<file path="src/rtl/lr_pkg.sv">
package lr_pkg;

  // completion code: requested byte count cannot be returned
  localparam logic [7:0] CC_TOO_LONG = 8'hCA;

  // number of bytes kept in the output buffer for a response of len bytes
  function automatic int unsigned kept_len(int unsigned len, int unsigned depth);
    return (len > depth) ? 3 : len;
  endfunction

  // whether beat idx produces a buffer write
  function automatic logic beat_kept(int unsigned idx, int unsigned len, logic trunc);
    return trunc ? (idx < 3) : (idx < len);
  endfunction

  // value written for beat idx
  function automatic logic [7:0] beat_byte(int unsigned idx, logic [7:0] d, logic trunc);
    return (trunc && idx == 2) ? CC_TOO_LONG : d;
  endfunction

endpackage

</file>
<file path="src/rtl/lr_tag_track.sv">
module lr_tag_track #(
  parameter int TAGW = 8
) (
  input  logic            clk,
  input  logic            rst_n,
  input  logic            abort,
  input  logic            sop_beat,
  input  logic [TAGW-1:0] rsp_tag,
  output logic [TAGW-1:0] wtag,
  output logic            accept
);

  logic [TAGW-1:0] tag_q;

  assign accept = sop_beat && !abort && (rsp_tag == tag_q);
  assign wtag   = tag_q;

  always_ff @(posedge clk) begin
    if (!rst_n) begin
      tag_q <= '0;
    end else if (abort || accept) begin
      tag_q <= tag_q + 1'b1;
    end
  end

endmodule

</file>
<file path="src/rtl/lr_beat_writer.sv">
module lr_beat_writer #(
  parameter int DEPTH = 32,
  parameter int LENW  = 8,
  parameter int AW    = 5,
  parameter int LW    = 6
) (
  input  logic            clk,
  input  logic            rst_n,
  input  logic            beat,
  input  logic            sop,
  input  logic            eop,
  input  logic            abort,
  input  logic            accept,
  input  logic [7:0]      data,
  input  logic [LENW-1:0] len,
  output logic            we,
  output logic [AW-1:0]   addr,
  output logic [7:0]      wdata,
  output logic            done,
  output logic            trunc_now,
  output logic [LW-1:0]   kept,
  output logic [7:0]      byte0
);

  logic            active_q;
  logic            trunc_q;
  logic [LENW-1:0] len_q;
  logic [LENW-1:0] idx_q;
  logic [7:0]      byte0_q;

  logic            in_msg;
  logic            take;
  logic [LENW-1:0] cur_idx;
  logic [LENW-1:0] cur_len;

  always_comb begin
    in_msg    = sop ? accept : (active_q && !abort);
    cur_idx   = sop ? '0 : idx_q;
    cur_len   = sop ? len : len_q;
    trunc_now = sop ? (32'(len) > 32'(DEPTH)) : trunc_q;
    take      = beat && in_msg;
    we        = take && lr_pkg::beat_kept(32'(cur_idx), 32'(cur_len), trunc_now);
    addr      = cur_idx[AW-1:0];
    wdata     = lr_pkg::beat_byte(32'(cur_idx), data, trunc_now);
    done      = take && eop;
    kept      = LW'(lr_pkg::kept_len(32'(cur_len), 32'(DEPTH)));
    byte0     = sop ? data : byte0_q;
  end

  always_ff @(posedge clk) begin
    if (!rst_n) begin
      active_q <= 1'b0;
      trunc_q  <= 1'b0;
      len_q    <= '0;
      idx_q    <= '0;
      byte0_q  <= '0;
    end else begin
      if (abort) begin
        active_q <= 1'b0;
      end else if (take) begin
        active_q <= !eop;
      end
      if (take) begin
        idx_q <= cur_idx + 1'b1;
      end
      if (beat && sop && accept) begin
        len_q   <= len;
        trunc_q <= trunc_now;
        byte0_q <= data;
      end
    end
  end

endmodule

</file>
<file path="src/rtl/lr_read_launch.sv">
module lr_read_launch #(
  parameter int LW = 6
) (
  input  logic          clk,
  input  logic          rst_n,
  input  logic          done,
  input  logic          dispatch,
  input  logic [LW-1:0] kept,
  input  logic [7:0]    byte0,
  output logic [LW-1:0] out_len,
  output logic [LW-1:0] out_pos,
  output logic          read_go,
  output logic          dout_valid,
  output logic [7:0]    dout_byte
);

  logic has_bytes;
  assign has_bytes = (kept != '0);

  always_ff @(posedge clk) begin
    if (!rst_n) begin
      out_len    <= '0;
      out_pos    <= '0;
      read_go    <= 1'b0;
      dout_valid <= 1'b0;
      dout_byte  <= '0;
    end else begin
      read_go    <= done;
      dout_valid <= done && has_bytes;
      if (done) begin
        out_len <= kept;
        out_pos <= has_bytes ? LW'(1) : '0;
        if (has_bytes) begin
          dout_byte <= byte0;
        end
      end else if (dispatch) begin
        out_len <= '0;
        out_pos <= '0;
      end
    end
  end

endmodule

</file>
<file path="src/rtl/rsp_loader.sv">
module rsp_loader #(
  parameter int DEPTH = 32,
  parameter int LENW  = 8,
  parameter int TAGW  = 8,
  localparam int AW   = $clog2(DEPTH),
  localparam int LW   = $clog2(DEPTH + 1)
) (
  input  logic            clk,
  input  logic            rst_n,
  input  logic            dispatch,
  input  logic            abort,
  output logic [TAGW-1:0] req_tag,
  input  logic            rsp_valid,
  input  logic            rsp_sop,
  input  logic            rsp_eop,
  input  logic [TAGW-1:0] rsp_tag,
  input  logic [LENW-1:0] rsp_len,
  input  logic [7:0]      rsp_data,
  output logic            obuf_we,
  output logic [AW-1:0]   obuf_addr,
  output logic [7:0]      obuf_wdata,
  output logic [LW-1:0]   out_len,
  output logic [LW-1:0]   out_pos,
  output logic            read_go,
  output logic            dout_valid,
  output logic [7:0]      dout_byte
);

  // named internal events, observed by the bound checker
  logic          accept_evt;
  logic          done_evt;
  logic          trunc_now;
  logic [LW-1:0] kept;
  logic [7:0]    byte0;

  lr_tag_track #(.TAGW(TAGW)) u_tag (
    .clk      (clk),
    .rst_n    (rst_n),
    .abort    (abort),
    .sop_beat (rsp_valid && rsp_sop),
    .rsp_tag  (rsp_tag),
    .wtag     (req_tag),
    .accept   (accept_evt)
  );

  lr_beat_writer #(.DEPTH(DEPTH), .LENW(LENW), .AW(AW), .LW(LW)) u_wr (
    .clk       (clk),
    .rst_n     (rst_n),
    .beat      (rsp_valid),
    .sop       (rsp_sop),
    .eop       (rsp_eop),
    .abort     (abort),
    .accept    (accept_evt),
    .data      (rsp_data),
    .len       (rsp_len),
    .we        (obuf_we),
    .addr      (obuf_addr),
    .wdata     (obuf_wdata),
    .done      (done_evt),
    .trunc_now (trunc_now),
    .kept      (kept),
    .byte0     (byte0)
  );

  lr_read_launch #(.LW(LW)) u_rd (
    .clk        (clk),
    .rst_n      (rst_n),
    .done       (done_evt),
    .dispatch   (dispatch),
    .kept       (kept),
    .byte0      (byte0),
    .out_len    (out_len),
    .out_pos    (out_pos),
    .read_go    (read_go),
    .dout_valid (dout_valid),
    .dout_byte  (dout_byte)
  );

endmodule

</file>
<file path="config.mk">
export PLATFORM = sky130hd
export DESIGN_NAME = rsp_loader
export DESIGN_NICKNAME = d
export VERILOG_FILES = /design/src/rtl/lr_pkg.sv /design/src/rtl/lr_tag_track.sv /design/src/rtl/lr_beat_writer.sv /design/src/rtl/lr_read_launch.sv /design/src/rtl/rsp_loader.sv
export SDC_FILE = /design/constraint.sdc
export NUM_CORES = 1
export LEC_CHECK = 0
export BUFFER_PORTS_ARGS = -buffer_cell sky130_fd_sc_hd__buf_2
export CAP_MARGIN = 20
export CORE_MARGIN = 8
export CORE_UTILIZATION = 53
export CTS_CLUSTER_DIAMETER = 150
export DETAILED_ROUTE_END_ITERATION = 16
export PLACE_DENSITY = 0.87
export SLEW_MARGIN = 20
export SYNTH_ARGS = -nofsm -noshare
export SYNTH_HDL_FRONTEND = slang
export SYNTH_SLANG_ARGS = --single-unit
</file>
<file path="constraint.sdc">
create_clock -name clk -period 2.67 [get_ports clk]
set_clock_uncertainty 0.1 [all_clocks]
set_input_delay 0.267 -clock clk [delete_from_list [all_inputs] [get_ports clk]]
set_output_delay 0.267 -clock clk [all_outputs]
set_load 0.03 [all_outputs]
</file>
### After elaboration in Yosys (flattened, before gate mapping)

Index checks and enable logic that the tools add are counted.

| operators by class | value |
|---|---|
| bitwise operators | 1 |
| reduce and logical (&&, ||, !) cells | 17 |
| equality and inequality tests | 2 |
| magnitude comparators | 4 |
| multiplexer cells | 12 |
| $add $sub $neg | 2 |

Operators with widths:

| kind | number |
|---|---|
| 8-bit two-way mux | 4 |
| 6-bit two-way mux | 4 |
| 8-bit by 1-bit adder with 8-bit output (second input constant) | 2 |
| 8-bit by 6-bit greater-than comparator with 1-bit output (second input constant) | 2 |
| 1-bit logical AND | 10 |
| 8-bit by 2-bit == test with 1-bit output (second input constant) | 1 |
| 8-bit == test | 1 |
| 8-bit by 2-bit less-than comparator with 1-bit output (second input constant) | 1 |
| 8-bit less-than comparator | 1 |
| 6-bit nonzero test | 1 |
| 1-bit two-way mux | 4 |
| 1-bit zero test | 2 |
| 2-bit AND reduction | 1 |
| 2-bit nonzero test | 1 |
| 2-bit OR reduction | 1 |
| 1-bit logical OR | 1 |
| 1-bit NOT | 1 |

| word-level totals | value |
|---|---|
| register bits after elaboration | 56 |
| logic and storage cells | 49 |
| input port bits | 31 |
| output and inout bits | 44 |

### Longest topological paths before layout

Gate-level depths: netlist (run 1).

| logic depth | value |
|---|---|
| depth in word-level cells | 7 |
| depth in mapped cells | 10 |
| gate-level depth less buffers | 7 |

### Modules after synthesis

From an unflattened synthesis (run 1), not the netlist that was laid out.

| unflattened totals | value |
|---|---|
| cells, all modules | 370 |
| area, all modules | 3,106.7 um^2 |

Modules (own cells, without submodules):

| module | cells each | times used | area an instance (um^2) |
|---|---|---|---|
| lr_beat_writer | 217 | 1 | 1,712.9 |
| lr_read_launch | 98 | 1 | 914.6 |
| lr_tag_track | 54 | 1 | 473.0 |
| rsp_loader | 1 | 1 | 6.3 |

### Least setup slack after synthesis (run 1)

No wires, ideal clock.

| timing | value |
|---|---|
| kind | input to output |
| start point | in rsp_sop |
| end point | out obuf_we |
| required time | 2.303 ns |
| data arrival time | 2.798 ns |
| stages on the path | 10 |
| path slack | -0.495 ns |
| path through | buf_2 -> buf_2 -> buf_1 -> nor2b_1 -> ha_1 -> a31o_2 -> a21oi_1 -> o31a_1 -> o211ai_1 -> a21oi_1 |

RTL lines:

| item | RTL line | text |
|---|---|---|
| start: declaration | rsp_loader.sv:14 | `input logic rsp_sop,` |
| 8-bit two-way mux (*) | lr_beat_writer.sv:38 | `cur_idx = sop ? '0 : idx_q;` |
| named net obuf_addr[3] | rsp_loader.sv:20 | `output logic [AW-1:0] obuf_addr,` |
| 8-bit less-than comparator or 8-bit by 2-bit less-than comparator with 1-bit output (tied branches) | lr_pkg.sv:13 | `return trunc ? (idx < 3) : (idx < len);` |
| 1-bit two-way mux (*) | lr_pkg.sv:13 |  |
| 1-bit logical AND (*) | lr_beat_writer.sv:42 | `we = take && lr_pkg::beat_kept(32'(cur_idx), 32'(cur_len), trunc_now);` |
| end: declaration | rsp_loader.sv:19 | `output logic obuf_we,` |

Mark *: on every way through the listed nets, which the timed path passes. The rest lies on a longest branch.

### Worst setup path in the final report (run 1)

| timing | value |
|---|---|
| start point | reg u_wr.trunc_q |
| end point | out obuf_wdata[6] |

| on the way | value |
|---|---|
| word-level cells in the longest chain between the ends | 3 |

RTL lines:

| item | RTL line | text |
|---|---|---|
| start: declaration | lr_beat_writer.sv:26 | `logic trunc_q;` |
| start signal: assignment | lr_beat_writer.sv:68 | `trunc_q <= trunc_now;` |
| 1-bit two-way mux | lr_beat_writer.sv:40 | `trunc_now = sop ? (32'(len) > 32'(DEPTH)) : trunc_q;` |
| 1-bit logical AND | lr_pkg.sv:18 | `return (trunc && idx == 2) ? CC_TOO_LONG : d;` |
| 8-bit two-way mux | lr_pkg.sv:18 |  |
| end: declaration | rsp_loader.sv:21 | `output logic [7:0] obuf_wdata,` |

Every way passes these cells.

==> results of run 1 <==
[layout make-up]
| class | count | area, sq um |
|---|---|---|
| Multi-Input combinational cell | 253 | 1682 |
| Clock buffer | 5 | 68.82 |
| Tap cell | 70 | 87.58 |
| Timing Repair Buffer | 78 | 412.9 |
| Inverter | 9 | 33.78 |
| Sequential cell | 51 | 1022 |
| Clock inverter | 3 | 27.53 |
| Fill cell | 412 | 1773 |
[kinds of logic after synthesis]
logic type	count (synthesis)	synth area share
AO/OA/AOI/OAI	80	0.2000
XOR/XNOR	14	0.04355
adder cells (fa/ha/maj)	9	0.04000
buffers and inverters	32	0.05600
flip-flops	51	0.3627
multiplexers	15	0.05378
other	1	0.001332
AND/OR/NAND/NOR	130	0.2427
[worst max-delay path: cells and delay by family, from the launching register on]
| kind | cells | cell delay, ps |
|---|---|---|
| AND/OR/NAND/NOR | 4 | 1140 |
| AO/OA/AOI/OAI | 1 | 170 |
| buffers and inverters | 2 | 240 |
| flip-flops | 1 | 350 |
[through the flow]
step	cell area, sq um	total power, mW	hold WS, ps	setup WS, ps	util
after floorplan	2850	0.9029	312.9	33.25	-
final	3334	1.416	109.8	88.73	0.6529
after global routing	3334	1.466	110.9	-21.26	0.6529
after global placement	3226	0.9530	346.4	267.9	0.6316
after detailed placement	3226	0.9568	356.5	172.0	0.6316
after CTS	3323	1.419	103.7	89.28	0.6507
[power breakdown]
part | internal [mW] | switching [mW] | total, mW
clock | 0.193 | 0.281 | 0.474
combinational | 0.0664 | 0.108 | 0.174
sequential | 0.763 | 0.00488 | 0.768
[state kept, by name (all words and copies together) (netlist names)]
register,cells
u_rd.dout_byte,8
u_rd.read_go,1
u_wr.len_q,8
u_wr.trunc_q,1
u_tag.wtag,8
u_wr.active_q,1
u_rd.out_len,6
u_rd.dout_valid,1
u_rd.out_pos,1
u_wr.idx_q,8
u_wr.byte0_q,8
[layout by cell type (no fill, tap or decap), types with 4 or more instances in the layout]
cell	netlist	layout
xor2_1	10	10
a31oi_1	5	5
conb_1	1	5
nor2_1	11	10
inv_1	9	9
buf_4	6	9
and3_1	5	5
xnor2_1	4	4
a21oi_1	13	12
mux2i_1	14	13
dfxtp_1	51	50
or2_2	5	5
nand2_1	50	50
o21ai_0	16	16
nand2b_1	4	4
ha_1	9	9
buf_2	6	69
and2_1	7	6
clkbuf_8	0	5
nand3_1	12	12
nand4_1	4	4
nor2b_1	13	10
a21boi_0	17	17
[per-layer routing]
layer | up-vias | routed length, um | GRT usage | share of wire
li1 | 1295 | - | - | -
met1 | 1230 | 3087 | 0.2355 | 0.43
met2 | 100 | 3468 | 0.3012 | 0.48
met3 | 11 | 567 | 0.05200 | 0.078
met4 | 0 | 104 | 0.06912 | 0.014
met5 | - | 0 | 0 | 0
[worst max-delay path by stage]
stage	startpoint	end	slack, ps
finish	u_wr.trunc_q$_SDFFE_PN0P_	obuf_wdata[6]	90
global route	u_wr.trunc_q$_SDFFE_PN0P_	obuf_wdata[7]	-20
CTS	u_wr.trunc_q$_SDFFE_PN0P_	obuf_wdata[6]	90
detailed placement	rsp_sop	obuf_we	170
global placement	rsp_len[0]	obuf_wdata[7]	270
floorplan	rsp_sop	obuf_we	30
[timing repair]
action	in CTS	in global routing
buffers inserted	0	0
gates resized for setup	1	3
endpoints found under the setup margin	4	5
==> impl_metrics.py, run 1 <==
metrics = {
    "outcome": {
        "status": "finished, final reports clean",
    },
    "global_route": {
        "grt_overflow_total": 0,
        "grt_pass1_wl_mm": 11.90,
        "grt_max_degree": 40,
        "antenna_found_initial": 0,
        "grt_pass1_vias": 2577,
        "grt_util_all_layers": 0.1889,
    },
    "clock_network": {
        "clk_latency_ps": 310,
        "tritoncts": "done",
        "clock_sinks": 51,
        "clockBufferDepth": 2,
        "cts.reportedPaths.clkPinSlew_ps": 100,
        "root_buffer": "clkbuf_8",
        "cts_buffers": 5,
        "holdBufCountCts": 0,
        "htreeDepth": 2,
    },
    "detailed_routing": {
        "wire_per_inst_um": 15.41,
        "vias": 2636,
        "drt_iter0_drc": 299,
        "first_pass_iters": 4,
        "drt-total-wl_mm": 7.228,
        "drc": 0,
        "ant_nets": 0,
        "via_per_inst": 5.620,
    },
    "synth": {
        "ys.flop_type": "dfxtp_1",
        "synthesis.area_sq_um": 2815,
        "synth_edf_count": 0,
        "synth_area_leader_cell": "dfxtp_1",
        "async_flop_share": 0,
        "ys_seq_area_frac": 0.3627,
        "syn_avg_cell_area_sq_um": 8.480,
        "yosys_register_bits": 51,
        "yosysWarnings": 0,
        "synthCells": 332,
        "synth.area.top_cells": "dfxtp_1 36%, nand2_1 6.7%, mux2i_1 5.0%",
        "synth_common_cells": "51 x dfxtp_1, 50 x nand2_1, 17 x a21boi_0",
        "synth_top_area_frac": 0.3627,
        "synth_most_common_cell": "dfxtp_1",
        "synth_cell_types": 55,
    },
    "min_path": {
        "hold_start": "rsp_data[2]",
        "hold_end": "u_wr.byte0_q[2]$_SDFFE_PN0P_",
        "whs_path_depth": 3,
        "hp-class": "in -> reg",
    },
    "floorplanning": {
        "die_h_um": 88.88,
        "initial_utilization": 0.5512,
        "die_area_sq_um": 7900,
        "row_count": 26,
        "pin_count": 75,
        "core_sq_um": 5107,
        "fp.dieW_um": 88.88,
    },
    "power": {
        "max-vdd-ir-drop_mv": 0.2686,
        "power.leakage_nw": 1.525,
        "p_per_area_nw_per_um2": 424.8,
    },
    "flow_run": {
        "maxCapViolCount": 0,
    },
    "placed_design": {
        "gp_congestion": 0.8767,
        "place_hpwl_mm": 5.495,
        "numPortBuffers": 69,
        "numPlacedInstances": 461,
    },
    "worst_setup_path": {
        "r2r_start": "u_tag.wtag[2]$_SDFFE_PN0P_",
        "setup.worst_path.start_class": "register",
        "r2r_cells": 6,
        "path_class": "reg -> out",
        "cp_slowest_cell": "or4_1",
        "slowest_delay_ps": 550,
        "worstPathArrival_ps": 2210,
        "crit_chain": "inv_1 > or4_1 > nor4_2 > o21a_1 > and2_2 > or2_2 > buf_2",
        "rrSetupSlack_ps": 230,
        "cp_max_fo": 8,
        "r2r-end": "u_rd.out_pos[0]$_SDFFE_PN0P_",
        "critPathRequiredTime_ps": 2300,
        "cp-end-kind": "output port",
    },
    "sta": {
        "finalHoldViolCount": 0,
        "max_freq_mhz": 387.4,
        "drv_slew": 0,
        "layout_worst_path_cycle_share": 0.9668,
        "worst_slew_pin_slew_ps": 702.7,
        "slew_headroom": 0.5315,
        "setup_viol": 0,
        "setup_tns_ps": 0,
        "period_needed_ps": 2581,
    },
    "layout": {
        "final_cells": 469,
        "drive_gt1_frac": 0.2782,
        "diodes": 0,
        "nNetsFinal": 438,
        "area_growth_pct": 18.44,
    },
}
(Power assumes the default switching activity.)
==> run 2, diff against run 1 <==
MAX_ROUTING_LAYER = met4   (was default)
==> run 2 against run 1 <==
  * Cell area unchanged
  * Critical path depth unchanged
  * Cell count unchanged
  * Combinational power about the same
  * Highest routed layer unchanged
  * Clock power decreased by 0.8%
  * Via count decreased by 0.91%
  * Critical path type unchanged
==> impl_metrics.py, run 2 (same netlist as run 1, synthesis figures left out) <==
metrics = {
    "outcome": {
        "status": "finished, final reports clean",
    },
    "detailed_routing": {
        "drc": 0,
        "drt-total-wl_mm": 7.209,
        "vias": 2612,
        "ant_nets": 0,
        "first_pass_iters": 5,
        "wire_per_inst_um": 15.37,
        "drt_iter0_drc": 314,
        "via_per_inst": 5.569,
    },
    "sta": {
        "setup_viol": 0,
        "max_freq_mhz": 387.6,
        "worst_slew_pin_slew_ps": 699.1,
        "finalHoldViolCount": 0,
        "period_needed_ps": 2580,
        "slew_headroom": 0.5339,
        "layout_worst_path_cycle_share": 0.9662,
        "drv_slew": 0,
    },
    "layout": {
        "area_growth_pct": 18.44,
        "diodes": 0,
        "final_util": 0.6529,
        "final_cells": 469,
        "nNetsFinal": 438,
        "layout_common_cells": "69 x buf_2, 50 x nand2_1, 50 x dfxtp_1",
        "drive_gt1_frac": 0.2782,
        "layout_commonest_cell": "buf_2",
    },
    "worst_setup_path": {
        "setup.worst_path.start_class": "register",
        "r2r-end": "u_rd.out_pos[0]$_SDFFE_PN0P_",
        "r2r_start": "u_tag.wtag[2]$_SDFFE_PN0P_",
        "path_class": "reg -> out",
        "critPathRequiredTime_ps": 2300,
        "r2r_cells": 6,
        "cp_max_fo": 8,
        "cp-end-kind": "output port",
        "rrSetupSlack_ps": 270,
        "worstPathArrival_ps": 2210,
    },
    "power": {
        "p_int_mw": 1.022,
        "max-vdd-ir-drop_mv": 0.2694,
        "p_sw_frac": 0.2759,
        "power_mw": 1.412,
        "p_per_area_nw_per_um2": 423.5,
        "p_switching_mw": 0.3896,
        "p_clk_frac": 0.333,
        "power.leakage_nw": 1.525,
        "pwr-share-comb": 0.123,
        "seqPwrFrac": 0.544,
    },
    "floorplanning": {
        "die_h_um": 88.88,
        "core_sq_um": 5107,
        "die_area_sq_um": 7900,
        "initial_utilization": 0.5512,
        "row_count": 26,
        "pin_count": 75,
        "fp.dieW_um": 88.88,
    },
    "min_path": {
        "hold_start": "rsp_data[2]",
        "whs_path_depth": 3,
        "hold_end": "u_wr.byte0_q[2]$_SDFFE_PN0P_",
        "hp-class": "in -> reg",
    },
    "clock_network": {
        "root_buffer": "clkbuf_8",
        "cts_buffers": 5,
        "clockBufferDepth": 2,
        "clock_sinks": 51,
        "clk_latency_ps": 310,
        "cts.reportedPaths.clkPinSlew_ps": 100,
        "cts_setup_buffers": 0,
        "htreeDepth": 2,
        "tritoncts": "done",
        "holdBufCountCts": 0,
    },
    "placed_design": {
        "gp_congestion": 0.8912,
        "numPortBuffers": 69,
        "place_hpwl_mm": 5.495,
        "numPlacedInstances": 461,
    },
    "flow_run": {
        "maxCapViolCount": 0,
    },
    "global_route": {
        "grt_overflow_total": 0,
        "grt_pass1_vias": 2570,
        "grt_pass1_wl_mm": 11.92,
        "grt_util_all_layers": 0.1943,
        "grt_max_degree": 40,
        "antenna_found_initial": 0,
    },
}
==> run 2: final cells by class <==
| type | instances | area, sq um |
|---|---|---|
| Sequential cell | 51 | 1022 |
| Tap cell | 70 | 87.58 |
| Clock buffer | 5 | 68.82 |
| Fill cell | 412 | 1773 |
| Inverter | 9 | 33.78 |
| Timing Repair Buffer | 78 | 412.9 |
| Clock inverter | 3 | 27.53 |
| Multi-Input combinational cell | 253 | 1682 |
==> run 2: metal layers <==
layer	up-vias	global-route usage	wire length, um
met5	-	-	0
met4	0	0.06912	104
met3	12	0.04178	519
met2	93	0.3019	3468
met1	1212	0.2409	3116
li1	1295	-	-
==> run 2: repair_timing <==
item                       in CTS  in global routing
resized for setup               1                  3
setup endpoints to repair       4                  5
pin swaps                       0                  0
==> run 2: metrics by stage <==
| step | instance area, sq um | worst slack [ps] | TNS (ps) | hold slack, ps |
|---|---|---|---|---|
| floorplan | 2850 | 33.25 | 0 | 312.9 |
| global placement | 3226 | 267.9 | 0 | 346.4 |
| detailed placement | 3226 | 172.0 | 0 | 356.5 |
| CTS | 3323 | 89.28 | 0 | 103.7 |
| global route | 3334 | -8.116 | -20.97 | 110.9 |
| finish | 3334 | 90.30 | 0 | 110.5 |
==> run 2: worst max-delay path, stage by stage (launching register included) <==
cell and delay, ps:
dfxtp_1 350, inv_1 60, or4_1 550, nor4_2 230, o21a_1 170, and2_2 230, or2_2 130, buf_2 180
==> run 2: power by group through the flow <==
stage | Sequential (mW) | Clock (mW) | Combinational, mW
2_1_floorplan | 0.792 | 0 | 0.111
4_1_cts | 0.768 | 0.479 | 0.172
3_3_place_gp | 0.786 | 0 | 0.167
6_report | 0.768 | 0.470 | 0.174
5_1_grt | 0.769 | 0.509 | 0.188
3_5_place_dp | 0.786 | 0 | 0.171
==> run 2: worst max path at each step <==
stage,depth (start not counted),slack [ps],end,startpoint
5_1_grt,7,-8,obuf_wdata[7],u_wr.trunc_q$_SDFFE_PN0P_
3_5_place_dp,9,170,obuf_we,rsp_sop
3_3_place_gp,8,270,obuf_wdata[7],rsp_len[0]
6_report,7,90,obuf_wdata[6],u_wr.trunc_q$_SDFFE_PN0P_
4_1_cts,7,90,obuf_wdata[6],u_wr.trunc_q$_SDFFE_PN0P_
2_1_floorplan,10,30,obuf_we,rsp_sop
